### config.mk
export PLATFORM = sky130hd
export DESIGN_NAME = f2i_top
export DESIGN_NICKNAME = d
export VERILOG_FILES = /design/src/rtl/f2i_pkg.sv /design/src/rtl/f2i_align.sv /design/src/rtl/f2i_datapath.sv /design/src/rtl/f2i_ctrl.sv /design/src/rtl/f2i_top.sv
export SDC_FILE = /design/constraint.sdc
export NUM_CORES = 1
export LEC_CHECK = 0
export ABC_AREA = 1
export ABC_CLOCK_PERIOD_IN_PS = 8400
export BUFFER_PORTS_ARGS = -buffer_cell sky130_fd_sc_hd__clkbuf_2
export CELL_PAD_IN_SITES_DETAIL_PLACEMENT = 0
export CELL_PAD_IN_SITES_GLOBAL_PLACEMENT = 2
export CORE_MARGIN = 10
export CORE_UTILIZATION = 31
export DETAILED_ROUTE_END_ITERATION = 10
export PLACE_DENSITY = 0.8
export SLEW_MARGIN = 5
export SYNTH_ARGS = -nofsm -noshare
export SYNTH_HDL_FRONTEND = slang
export SYNTH_HIERARCHICAL = 1
export SYNTH_SLANG_ARGS = --single-unit
### constraint.sdc
create_clock -name clk -period 8.4 [get_ports clk]
set_input_delay 0.42 -clock clk [delete_from_list [all_inputs] [get_ports clk]]
set_output_delay 0.42 -clock clk [all_outputs]
set_load 0.02 [all_outputs]
### src/rtl/f2i_pkg.sv
package f2i_pkg;

  localparam int EXP_W     = 8;
  localparam int FRAC_W    = 23;
  localparam int MANT_W    = FRAC_W + 1;
  localparam int BIAS      = 127;
  localparam int INT_W     = 32;
  localparam int MAG_W     = INT_W + 1;
  // right shifts beyond this leave only sticky information
  localparam int SHIFT_CAP = MANT_W + 2;
  localparam int SHIFT_W   = $clog2(SHIFT_CAP + 1);
  localparam int WIDE_W    = MANT_W + SHIFT_CAP;
  // a left shift of this many places already reaches 2^32
  localparam int OVF_EXP   = INT_W - FRAC_W;
  localparam int EXT_W     = 12;

  typedef enum logic [1:0] {
    RND_NEAR = 2'd0,
    RND_ZERO = 2'd1,
    RND_UP   = 2'd2,
    RND_DOWN = 2'd3
  } rnd_e;

  typedef struct packed {
    logic invalid;
    logic inexact;
  } flags_t;

  typedef struct packed {
    logic load;
  } strobe_t;

endpackage

### src/rtl/f2i_align.sv
module f2i_align
  import f2i_pkg::*;
#(
  parameter int SCALE_W = 6
) (
  input  logic [31:0]        operand,
  input  logic [SCALE_W-1:0] scale,
  output logic [MAG_W-1:0]   intPart,
  output logic               roundBit,
  output logic               stickyBit,
  output logic               tooBig,
  output logic               isNan,
  output logic               isInf,
  output logic               isNeg
);

  logic [EXP_W-1:0]        expField;
  logic [FRAC_W-1:0]       fracField;
  logic [EXP_W-1:0]        expSel;
  logic [MANT_W-1:0]       mant;
  logic signed [EXT_W-1:0] scaleExt;
  logic signed [EXT_W-1:0] expEff;
  logic [EXT_W-1:0]        negE;
  logic [SHIFT_W-1:0]      shCap;
  logic [WIDE_W-1:0]       wide;

  assign expField  = operand[30:23];
  assign fracField = operand[22:0];
  assign isNeg     = operand[31];
  assign isNan     = (&expField) && (|fracField);
  assign isInf     = (&expField) && !(|fracField);

  always_comb begin
    expSel   = (expField == '0) ? EXP_W'(1) : expField;
    mant     = {(expField != '0), fracField};
    scaleExt = $signed({{(EXT_W-SCALE_W){scale[SCALE_W-1]}}, scale});
    // weight of the mantissa LSB after scaling
    expEff   = $signed({{(EXT_W-EXP_W){1'b0}}, expSel})
             - $signed(EXT_W'(BIAS + FRAC_W)) + scaleExt;
    negE     = EXT_W'(-expEff);
    shCap    = (negE > EXT_W'(SHIFT_CAP)) ? SHIFT_W'(SHIFT_CAP) : negE[SHIFT_W-1:0];
    wide     = {mant, {SHIFT_CAP{1'b0}}} >> shCap;

    intPart   = '0;
    roundBit  = 1'b0;
    stickyBit = 1'b0;
    tooBig    = 1'b0;
    if (expEff < 0) begin
      intPart   = MAG_W'(wide[WIDE_W-1:SHIFT_CAP]);
      roundBit  = wide[SHIFT_CAP-1];
      stickyBit = |wide[SHIFT_CAP-2:0];
    end else begin
      tooBig = (expEff >= EXT_W'(OVF_EXP));
      if (!tooBig) intPart = MAG_W'(mant) << expEff[3:0];
    end
  end

endmodule

### src/rtl/f2i_datapath.sv
module f2i_datapath
  import f2i_pkg::*;
#(
  parameter int SCALE_W = 6
) (
  input  logic               clk,
  input  logic               rstN,
  input  strobe_t            strobe,
  input  logic [31:0]        operand,
  input  logic [SCALE_W-1:0] scale,
  input  logic [1:0]         rndMode,
  input  logic               unsignedMode,
  output logic [INT_W-1:0]   resultQ,
  output flags_t             flagsQ
);

  localparam logic [MAG_W-1:0] POS_LIM = MAG_W'(33'h0_7FFF_FFFF);
  localparam logic [MAG_W-1:0] NEG_LIM = MAG_W'(33'h0_8000_0000);
  localparam logic [INT_W-1:0] S_MAX   = 32'h7FFF_FFFF;
  localparam logic [INT_W-1:0] S_MIN   = 32'h8000_0000;
  localparam logic [INT_W-1:0] U_MAX   = 32'hFFFF_FFFF;

  logic [MAG_W-1:0] intPart;
  logic             roundBit, stickyBit, tooBig, isNan, isInf, isNeg;
  logic             lost, inc;
  logic [MAG_W-1:0] mag;
  logic             sOvf, uOvf;
  logic [INT_W-1:0] sRes, uRes, resD;
  flags_t           flagsD;

  f2i_align #(.SCALE_W(SCALE_W)) uAlign (
    .operand  (operand),
    .scale    (scale),
    .intPart  (intPart),
    .roundBit (roundBit),
    .stickyBit(stickyBit),
    .tooBig   (tooBig),
    .isNan    (isNan),
    .isInf    (isInf),
    .isNeg    (isNeg)
  );

  // rounding increment chosen by the per-operation mode
  always_comb begin
    lost = roundBit | stickyBit;
    case (rnd_e'(rndMode))
      RND_NEAR: inc = roundBit & (stickyBit | intPart[0]);
      RND_ZERO: inc = 1'b0;
      RND_UP:   inc = !isNeg & lost;
      RND_DOWN: inc = isNeg & lost;
      default:  inc = 1'b0;
    endcase
    mag = intPart + MAG_W'(inc);
  end

  // signed and unsigned saturation
  always_comb begin
    sOvf = isNan | isInf | tooBig | (isNeg ? (mag > NEG_LIM) : (mag > POS_LIM));
    if (isNan)      sRes = S_MAX;
    else if (sOvf)  sRes = isNeg ? S_MIN : S_MAX;
    else if (isNeg) sRes = INT_W'(-mag[INT_W-1:0]);
    else            sRes = mag[INT_W-1:0];

    uOvf = isNan | isInf | tooBig | mag[MAG_W-1];
    uRes = uOvf ? U_MAX : mag[INT_W-1:0];
  end

  // mode select, including the negative-unsigned rule
  always_comb begin
    if (!unsignedMode) begin
      resD           = sRes;
      flagsD.invalid = sOvf;
      flagsD.inexact = !sOvf & lost;
    end else if (isNeg && !isNan) begin
      resD           = sRes;
      flagsD.invalid = (sRes != '0);
      flagsD.inexact = (sRes == '0) & lost;
    end else begin
      resD           = uRes;
      flagsD.invalid = uOvf;
      flagsD.inexact = !uOvf & lost;
    end
  end

  always_ff @(posedge clk) begin
    if (!rstN) begin
      resultQ <= '0;
      flagsQ  <= '0;
    end else if (strobe.load) begin
      resultQ <= resD;
      flagsQ  <= flagsD;
    end
  end

  assert_nan_signed_R5: assert property (@(posedge clk) disable iff (!rstN)
    (strobe.load && isNan && !unsignedMode) |=> (resultQ == S_MAX) && flagsQ.invalid);

  assert_neg_zero_uns_R4: assert property (@(posedge clk) disable iff (!rstN)
    (strobe.load && unsignedMode && isNeg && !isNan && !isInf && !tooBig && (mag == '0))
      |=> (resultQ == '0) && !flagsQ.invalid);

  assert_flag_exclusive_R7: assert property (@(posedge clk) disable iff (!rstN)
    flagsQ.invalid |-> !flagsQ.inexact);

endmodule

### src/rtl/f2i_ctrl.sv
module f2i_ctrl
  import f2i_pkg::*;
(
  input  logic    clk,
  input  logic    rstN,
  input  logic    inValid,
  input  logic    outReady,
  output logic    inReady,
  output logic    outValid,
  output strobe_t strobe
);

  assign inReady     = !outValid || outReady;
  assign strobe.load = inValid && inReady;

  always_ff @(posedge clk) begin
    if (!rstN)            outValid <= 1'b0;
    else if (strobe.load) outValid <= 1'b1;
    else if (outReady)    outValid <= 1'b0;
  end

  assert_accept_R10: assert property (@(posedge clk) disable iff (!rstN)
    (inValid && inReady) |=> outValid);

endmodule

### src/rtl/f2i_top.sv
module f2i_top
  import f2i_pkg::*;
#(
  parameter int SCALE_W = 6
) (
  input  logic               clk,
  input  logic               rstN,
  input  logic               inValid,
  output logic               inReady,
  input  logic [31:0]        inOperand,
  input  logic [SCALE_W-1:0] inScale,
  input  logic [1:0]         inRound,
  input  logic               inUnsigned,
  output logic               outValid,
  input  logic               outReady,
  output logic [31:0]        outResult,
  output logic [1:0]         outFlags
);

  strobe_t strobe;
  flags_t  flagsQ;

  f2i_ctrl uCtrl (
    .clk     (clk),
    .rstN    (rstN),
    .inValid (inValid),
    .outReady(outReady),
    .inReady (inReady),
    .outValid(outValid),
    .strobe  (strobe)
  );

  f2i_datapath #(.SCALE_W(SCALE_W)) uDp (
    .clk         (clk),
    .rstN        (rstN),
    .strobe      (strobe),
    .operand     (inOperand),
    .scale       (inScale),
    .rndMode     (inRound),
    .unsignedMode(inUnsigned),
    .resultQ     (outResult),
    .flagsQ      (flagsQ)
  );

  assign outFlags = flagsQ;

  assert_hold_R10: assert property (@(posedge clk) disable iff (!rstN)
    (outValid && !outReady) |=> outValid && $stable(outResult) && $stable(outFlags));

endmodule

# ---- After elaboration in Yosys (flattened, before gate mapping)
# Index checks and enable logic that the tools add are counted.
dict set report totals {
  memories 0
  ramBits 0
  rom_bits 0
  inputBits 45
  latchBits 0
  wordCells 71
  reg_bits 35
  output_inout_bits 36
}
dict set report classes {
  bitwise 12
  n_div 0
  n_addsub 5
  mul 0
  n_eq_ne 3
  muxes 20
  n_shift 2
  magnitude_cmp 5
  n_reduce_logical 20
}
# operator count
set ops {}
lappend ops {{$mux W32} 7}
lappend ops {{$mux W33} 2}
lappend ops {{$shr A50 B5 Y50} 1}
lappend ops {{$add A33 B1 Y33} 1}
lappend ops {{$gt A33 B31 Y1 const B} 1}
lappend ops {{$gt A33 B32 Y1 const B} 1}
lappend ops {{$shl A24 B4 Y33} 1}
lappend ops {{$logic_not A32 Y1} 1}
lappend ops {{$neg A32 Y32} 1}
lappend ops {{$reduce_bool A32 Y1} 1}
lappend ops {{$reduce_or A25 Y1} 1}
lappend ops {{$reduce_or A23 Y1} 1}
lappend ops {{$gt A12 B5 Y1 const B} 1}
lappend ops {{$neg A10 Y12} 1}
lappend ops {{$add A9 B6 Y10} 1}
lappend ops {{$ge A10 B5 Y1 const B} 1}
lappend ops {{$lt A10 B1 Y1 const B} 1}
lappend ops {{$sub A8 B8 Y9 const B} 1}
lappend ops {{$logic_not A8 Y1} 1}
lappend ops {{$mux W8} 1}
lappend ops {{$reduce_and A8 Y1} 1}
lappend ops {{$reduce_bool A8 Y1} 1}
lappend ops {{$and A1 B1 Y1} 6}
lappend ops {{$logic_not A1 Y1} 6}
lappend ops {{11 further kinds} 26}

# ---- Longest topological paths before layout
dict set report logic_depth {
  depth_word 23
  mapped_depth 65
  ltp_nobuf 63
}

# ---- Modules after synthesis
# Netlist, hierarchy kept.
# module cells_per_inst area_each_um2 seq_area_each_um2 instances
set by_module_without_submodules {}
lappend by_module_without_submodules {f2i_datapath 825 4589.4 680.7 1}
lappend by_module_without_submodules {f2i_align 835 4028.9 0.0 1}
lappend by_module_without_submodules {f2i_ctrl 7 51.3 20.0 1}

# ---- Worst setup path before layout
# OpenSTA, ideal clock, no wires.
dict set report synth_path {
  path_kind {input to register}
  from {input inOperand[24]}
  to {register, netlist name uDp/flagsQ[0]}
  setup_slack_ps 1123
  stages 55
  n_path_buf 5
  t_required_ps 8333
  t_arrival_ps 7210
  setup_ps 67
  path_cell_list {nor2_1 -> nand2_1 -> nor2_1 -> or2_2 -> ha_1 -> fa_1 -> inv_1 -> clkbuf_1 -> ha_1 -> or2_2 -> nand2_1 -> nand3_1 -> nor2_1 -> nor2_1 -> nand3_1 -> nor2_2 -> buf_4 -> nand2_4 -> [19 not listed] -> nor2_1 -> nand3_2 -> nor2_2 -> nand2_2 -> nor2_4 -> nand3_4 -> o21ai_4 -> nand2_4 -> nand2_4 -> buf_12 -> nand2_1 -> nor2_1 -> nand3_1 -> nor2_2 -> nand3_2 -> nand2_2 -> nand3_2 -> a21oi_2}
}
dict set report synth_between {
  elab_chain_len 23
  word_cells_on_any_way 49
  cone_classes {add/sub: 5; order compare: 5; shift: 2; mux: 14; bitwise: 12; reduce/logical: 11}
}
# item line
set synth_rtl {}
lappend synth_rtl {{from (decl)} f2i_top.sv:10} ;# input logic [31:0] inOperand,
lappend synth_rtl {{$logic_not A8 Y1} f2i_align.sv:34} ;# expSel = (expField == '0) ? EXP_W'(1) : expField;
lappend synth_rtl {{$mux W8} f2i_align.sv:34}
lappend synth_rtl {{$sub A8 B8 Y9} f2i_align.sv:39} ;# - $signed(EXT_W'(BIAS + FRAC_W)) + scaleExt;
lappend synth_rtl {{$add A9 B6 Y10} f2i_align.sv:39}
lappend synth_rtl {{$neg A10 Y12} f2i_align.sv:40} ;# negE = EXT_W'(-expEff);
lappend synth_rtl {{$gt A12 B5 Y1} f2i_align.sv:41} ;# shCap = (negE > EXT_W'(SHIFT_CAP)) ? SHIFT_W'(SHIFT_CAP) : negE[SHIFT_W-1:0];
lappend synth_rtl {{$mux W5} f2i_align.sv:41}
lappend synth_rtl {{$shr A50 B5 Y50} f2i_align.sv:42} ;# wide = {mant, {SHIFT_CAP{1'b0}}} >> shCap;
lappend synth_rtl {{[2 not listed]} --}
lappend synth_rtl {{named net uDp.stickyBit} f2i_datapath.sv:24} ;# logic roundBit, stickyBit, tooBig, isNan, isInf, isNeg;
lappend synth_rtl {{[5 not listed]} --}
lappend synth_rtl {{$mux W1} f2i_datapath.sv:58} ;# sOvf = isNan | isInf | tooBig | (isNeg ? (mag > NEG_LIM) : (mag > POS_LIM));
lappend synth_rtl {{$or A1 B1 Y1} f2i_datapath.sv:58}
lappend synth_rtl {{$mux W32} f2i_datapath.sv:60} ;# else if (sOvf) sRes = isNeg ? S_MIN : S_MAX;
lappend synth_rtl {{$mux W32} f2i_datapath.sv:59} ;# if (isNan) sRes = S_MAX;
lappend synth_rtl {{$logic_not A32 Y1} f2i_datapath.sv:77} ;# flagsD.inexact = (sRes == '0) & lost;
lappend synth_rtl {{$and A1 B1 Y1} f2i_datapath.sv:77}
lappend synth_rtl {{$mux W2} f2i_datapath.sv:74} ;# end else if (isNeg && !isNan) begin
lappend synth_rtl {{$mux W2 (*)} f2i_datapath.sv:70} ;# if (!unsignedMode) begin
# Mark *: on every way through the listed nets, which the timed path passes. The rest lies on a longest branch.
# A chain may end at the register's enable or synchronous reset.

# ---- Worst setup path in the final report
dict set report layout_path {
  from {input inOperand[29]}
  to {register, netlist name uDp/flagsQ[0]}
}
dict set report layout_between {
  elab_chain_len 23
  word_cells_on_any_way 49
  cone_classes {add/sub: 5; order compare: 5; shift: 2; mux: 14; bitwise: 12; reduce/logical: 11}
}
# item line
set layout_rtl {}
lappend layout_rtl {{$logic_not A8 Y1} f2i_align.sv:34}
lappend layout_rtl {{$mux W8} f2i_align.sv:34}
lappend layout_rtl {{$sub A8 B8 Y9} f2i_align.sv:39}
lappend layout_rtl {{$add A9 B6 Y10} f2i_align.sv:39}
lappend layout_rtl {{$neg A10 Y12} f2i_align.sv:40}
lappend layout_rtl {{$gt A12 B5 Y1} f2i_align.sv:41}
lappend layout_rtl {{$mux W5} f2i_align.sv:41}
lappend layout_rtl {{$shr A50 B5 Y50} f2i_align.sv:42}
lappend layout_rtl {{[2 not listed]} --}
lappend layout_rtl {{named net uDp.stickyBit} f2i_datapath.sv:24}
lappend layout_rtl {{[5 not listed]} --}
lappend layout_rtl {{$mux W1} f2i_datapath.sv:58}
lappend layout_rtl {{$or A1 B1 Y1} f2i_datapath.sv:58}
lappend layout_rtl {{$mux W32} f2i_datapath.sv:60}
lappend layout_rtl {{$mux W32} f2i_datapath.sv:59}
lappend layout_rtl {{$logic_not A32 Y1} f2i_datapath.sv:77}
lappend layout_rtl {{$and A1 B1 Y1} f2i_datapath.sv:77}
lappend layout_rtl {{$mux W2} f2i_datapath.sv:74}
lappend layout_rtl {{$mux W2 (*)} f2i_datapath.sv:70}
# Marked as above.

==> summary.txt <==
Status
  • Status: finished, final reports clean

Clock tree
  • CTS tree: built
  • Clock sinks: 35
  • Root buf cell: clkbuf_16
  • Register clock-pin slew on the reported worst setup and hold paths: ~0.060 ns
  • CTS Hold Bufs: 0
  • Worst-Skew Late Latency: 0.28 ns
  • Clk buf depth: 2
  • Total CTS buffers: 5
  • H-tree Lvls: 2

Final layout
  • Diodes inserted: 0
  • Area grow syn2layout: 14.9%
  • Layout cells sized above 1: 15.5%
  • Post-route insts no fill: 2,102
  • Total Nets Final: 1,785

Worst hold path
  • HP Class: input port to flip-flop

Yosys
  • Main synth FF type: dfxtp_1
  • Synthesis Warnings: 6
  • Distinct cell type count after synthesis: approximately 50
  • Synth Register Bits: 35
  • Post-synth EDFFs: 0
  • Post-synth top area cell: nand2_1
  • Yosys top cell area share: a little over a quarter
  • Seq/Total Area, Yosys: 8.08%
  • Top-count cell post-synth: nand2_1
  • Top cells by area, synth: nand2_1 26%, nand3_1 13%, dfxtp_1 8.1%, inv_1 6.8%, nor2_1 6.4%
  • Syn avg cell area: 5.20 sq um
  • Post-Syn Nets: 1,729
  • Synth cell count leaders: 602 x nand2_1, 230 x nand3_1, 157 x inv_1
  • Async SR Flop Fraction: 0%
  • Post-Synthesis Cells: 1,667
  • Synth Cell Area: ~0.0087 sq mm

Power and ir drop
  • P per Cell Area: 110 mW/mm^2
  • VDD IR max: 0.0000842 V
  • Leak: 5.01 nW

STA
  • Fmax: 129 MHz
  • Slew HR: 31.4%
  • Setup WS post-layout: 0.657 ns
  • Max-slew violations: 0
  • Clk_skew: 0.00368 ns
  • Final hold violation count: 0
  • Tcrit/Tclk final: 92.2%
  • Final setup vio count: 0
  • Worst Tran Pin Value: 1.03 ns
  • Final Critical Period: just under 8 ns

Worst setup path
  • Crit. End Element: flip-flop
  • Setup crit start kind: input port
  • Worst EP arrival: 7.94 ns
  • Largest delay contributor family on the critical path: simple AND/OR/NAND/NOR gates
  • CP max FO: 23
  • CP required: 8.60 ns
  • Most Frequent Cell on Critical Path: nand2_1
  • WP buf/inv: 6
  • Critical path class: input port to flip-flop
  • CP peak stage delay: 0.45 ns
  • Crit-path slowest cell: fa_2

Floorplanning
  • # rows: between 60 and 70
  • Die height: 187 microns
  • Die ar.: 0.0351 sq mm
  • Core area: 0.0277 sq mm
  • Starting Density: 31.3%
  • Ports: 81
  • Die X: around 190 microns

Placed design
  • Final RePlAce weighted congestion: 0.962
  • Dpl hpwl: 30,700 microns
  • PortBufs: 80
  • DP Worst Slack: -0.0498 ns
  • Inst Count DP: 2,087

Flow run
  • Max-cap violations: 0

Routing
  • Detailed Route WL: approximately 37,000 microns
  • Starting DRC count in detailed routing: 821
  • DRT Pass-1 Iters: 5
  • Vias per cell: 5.21
  • Wirelength per Cell: between 15 and 20 microns
  • Drt drc: 0
  • Vias: 10,947
  • Post-DRT Antenna Nets: 0

GRT
  • Pin count of the biggest net entering global routing: just over 70
  • Grt ovf: 0
  • First-pass GRT wire length: 57,700 microns
  • Antenna violations before repair: 0
  • Vias in the first global route: 10,290
  • GRT Overall Usage: 20.1%
==> flip-flops by register name, indices dropped and copies added (netlist names) <==
register        count
uCtrl/outValid      1
uDp/flagsQ          2
uDp/resultQ        32
==> layer usage <==
metal	routed length [microns]	vias to the layer above	track usage, %
li1	-	5586	-
met3	1290	44	1.47
met1	16400	5038	25.0
met5	0	-	0
met4	910	0	4.31
met2	18900	279	36.7
==> per-stage QoR <==
step           power, W  utilization, %  cell area (sq um)  TNS [ns]  hold slack [ns]
6_report        0.00109            36.0               9960         0            0.387
5_1_grt         0.00118            36.0               9960    -0.168            0.385
3_5_place_dp   0.000817            34.2               9480    -0.164            0.458
2_1_floorplan  0.000635               -               8670         0            0.542
4_1_cts         0.00106            34.9               9670         0            0.378
3_3_place_gp   0.000823            34.2               9480     -1.22            0.454
==> where the power goes <==
part	internal [W]	leakage [nW]	switching (W)	total (W)
clock	0.000170	0.0900	0.0000701	0.000240
combinational	0.000208	4.63	0.000455	0.000663
sequential	0.000181	0.288	0.00000774	0.000189
total	0.000559	5.01	0.000532	0.00109
==> worst register-to-register path, stage by stage, from the launching register on <==
cell and delay (ns):
dfxtp_1 0.34, a21oi_2 0.13, buf_4 0.30, inv_1 0.17
buf_4 0.28, a31oi_1 0.20, o21ai_0 0.16, a21oi_1 0.16
==> final timing paths <==
path | slack, ns | start | endpoint | cells past startpoint
setup / recovery | 0.66 | inOperand[29] | uDp/flagsQ[0] | 57
hold / removal | 0.39 | rstN | uCtrl/outValid | 3
setup reg to reg | 6.58 | uCtrl/outValid | uDp/resultQ[24] | 7
hold reg to reg | 0.46 | uDp/resultQ[15] | uDp/resultQ[15] | 2
==> cells in the final DEF, fill, tap and decap left out, types with 3 or more instances in the layout <==
| master | count |
|---|---|
| a21oi_1 | 47 |
| a21oi_2 | 5 |
| a22oi_1 | 8 |
| a31oi_1 | 5 |
| buf_12 | 5 |
| buf_4 | 35 |
| clkbuf_16 | 9 |
| clkbuf_2 | 80 |
| clkinv_1 | 5 |
| dfxtp_1 | 35 |
| ha_1 | 11 |
| ha_2 | 4 |
| inv_1 | 156 |
| inv_2 | 12 |
| mux2i_1 | 14 |
| nand2_1 | 596 |
| nand2_2 | 31 |
| nand2_4 | 13 |
| nand3_1 | 228 |
| nand3_2 | 12 |
| nand3_4 | 4 |
| nand4_1 | 47 |
| nor2_1 | 140 |
| nor2_2 | 20 |
| nor2_4 | 11 |
| nor2_8 | 4 |
| nor3_1 | 9 |
| nor4_1 | 5 |
| o211ai_1 | 14 |
| o21ai_0 | 74 |
| o21ai_1 | 3 |
| o221ai_1 | 10 |
| o22ai_1 | 3 |
| o311ai_0 | 19 |
| or2_2 | 7 |
| xnor2_1 | 5 |
| xor2_1 | 13 |
==> kinds of logic (layout without fill, tap and decap cells) <==
kind of cell | Yosys count | in the layout | synth area share, %
buffers and inverters | 251 | 308 | 12.2
and+or+nand+nor | 1136 | 1136 | 59.8
adders and majority gates | 17 | 17 | 2.54
DFF | 35 | 35 | 8.08
AOI/OAI and AO/OA | 195 | 195 | 13.8
muxes | 14 | 14 | 1.62
xor gates and xnor gates | 19 | 19 | 1.92
==> final cells by class <==
| type | instances | area [sq um] |
|---|---|---|
| Fill cell | 3266 | 17700 |
| Multi-Input combinational cell | 1381 | 7060 |
| Timing Repair Buffer | 125 | 875 |
| Sequential cell | 35 | 701 |
| Inverter | 175 | 662 |
| Tap cell | 378 | 473 |
| Clock buffer | 5 | 125 |
| Clock inverter | 3 | 67.6 |
==> timing repair <==
action | in CTS | in global routing
resized for setup | 0 | 41
buffers inserted | 0 | 3
setup endpoints to repair | 0 | 34
No activity file was read; power rests on OpenSTA's default activity.
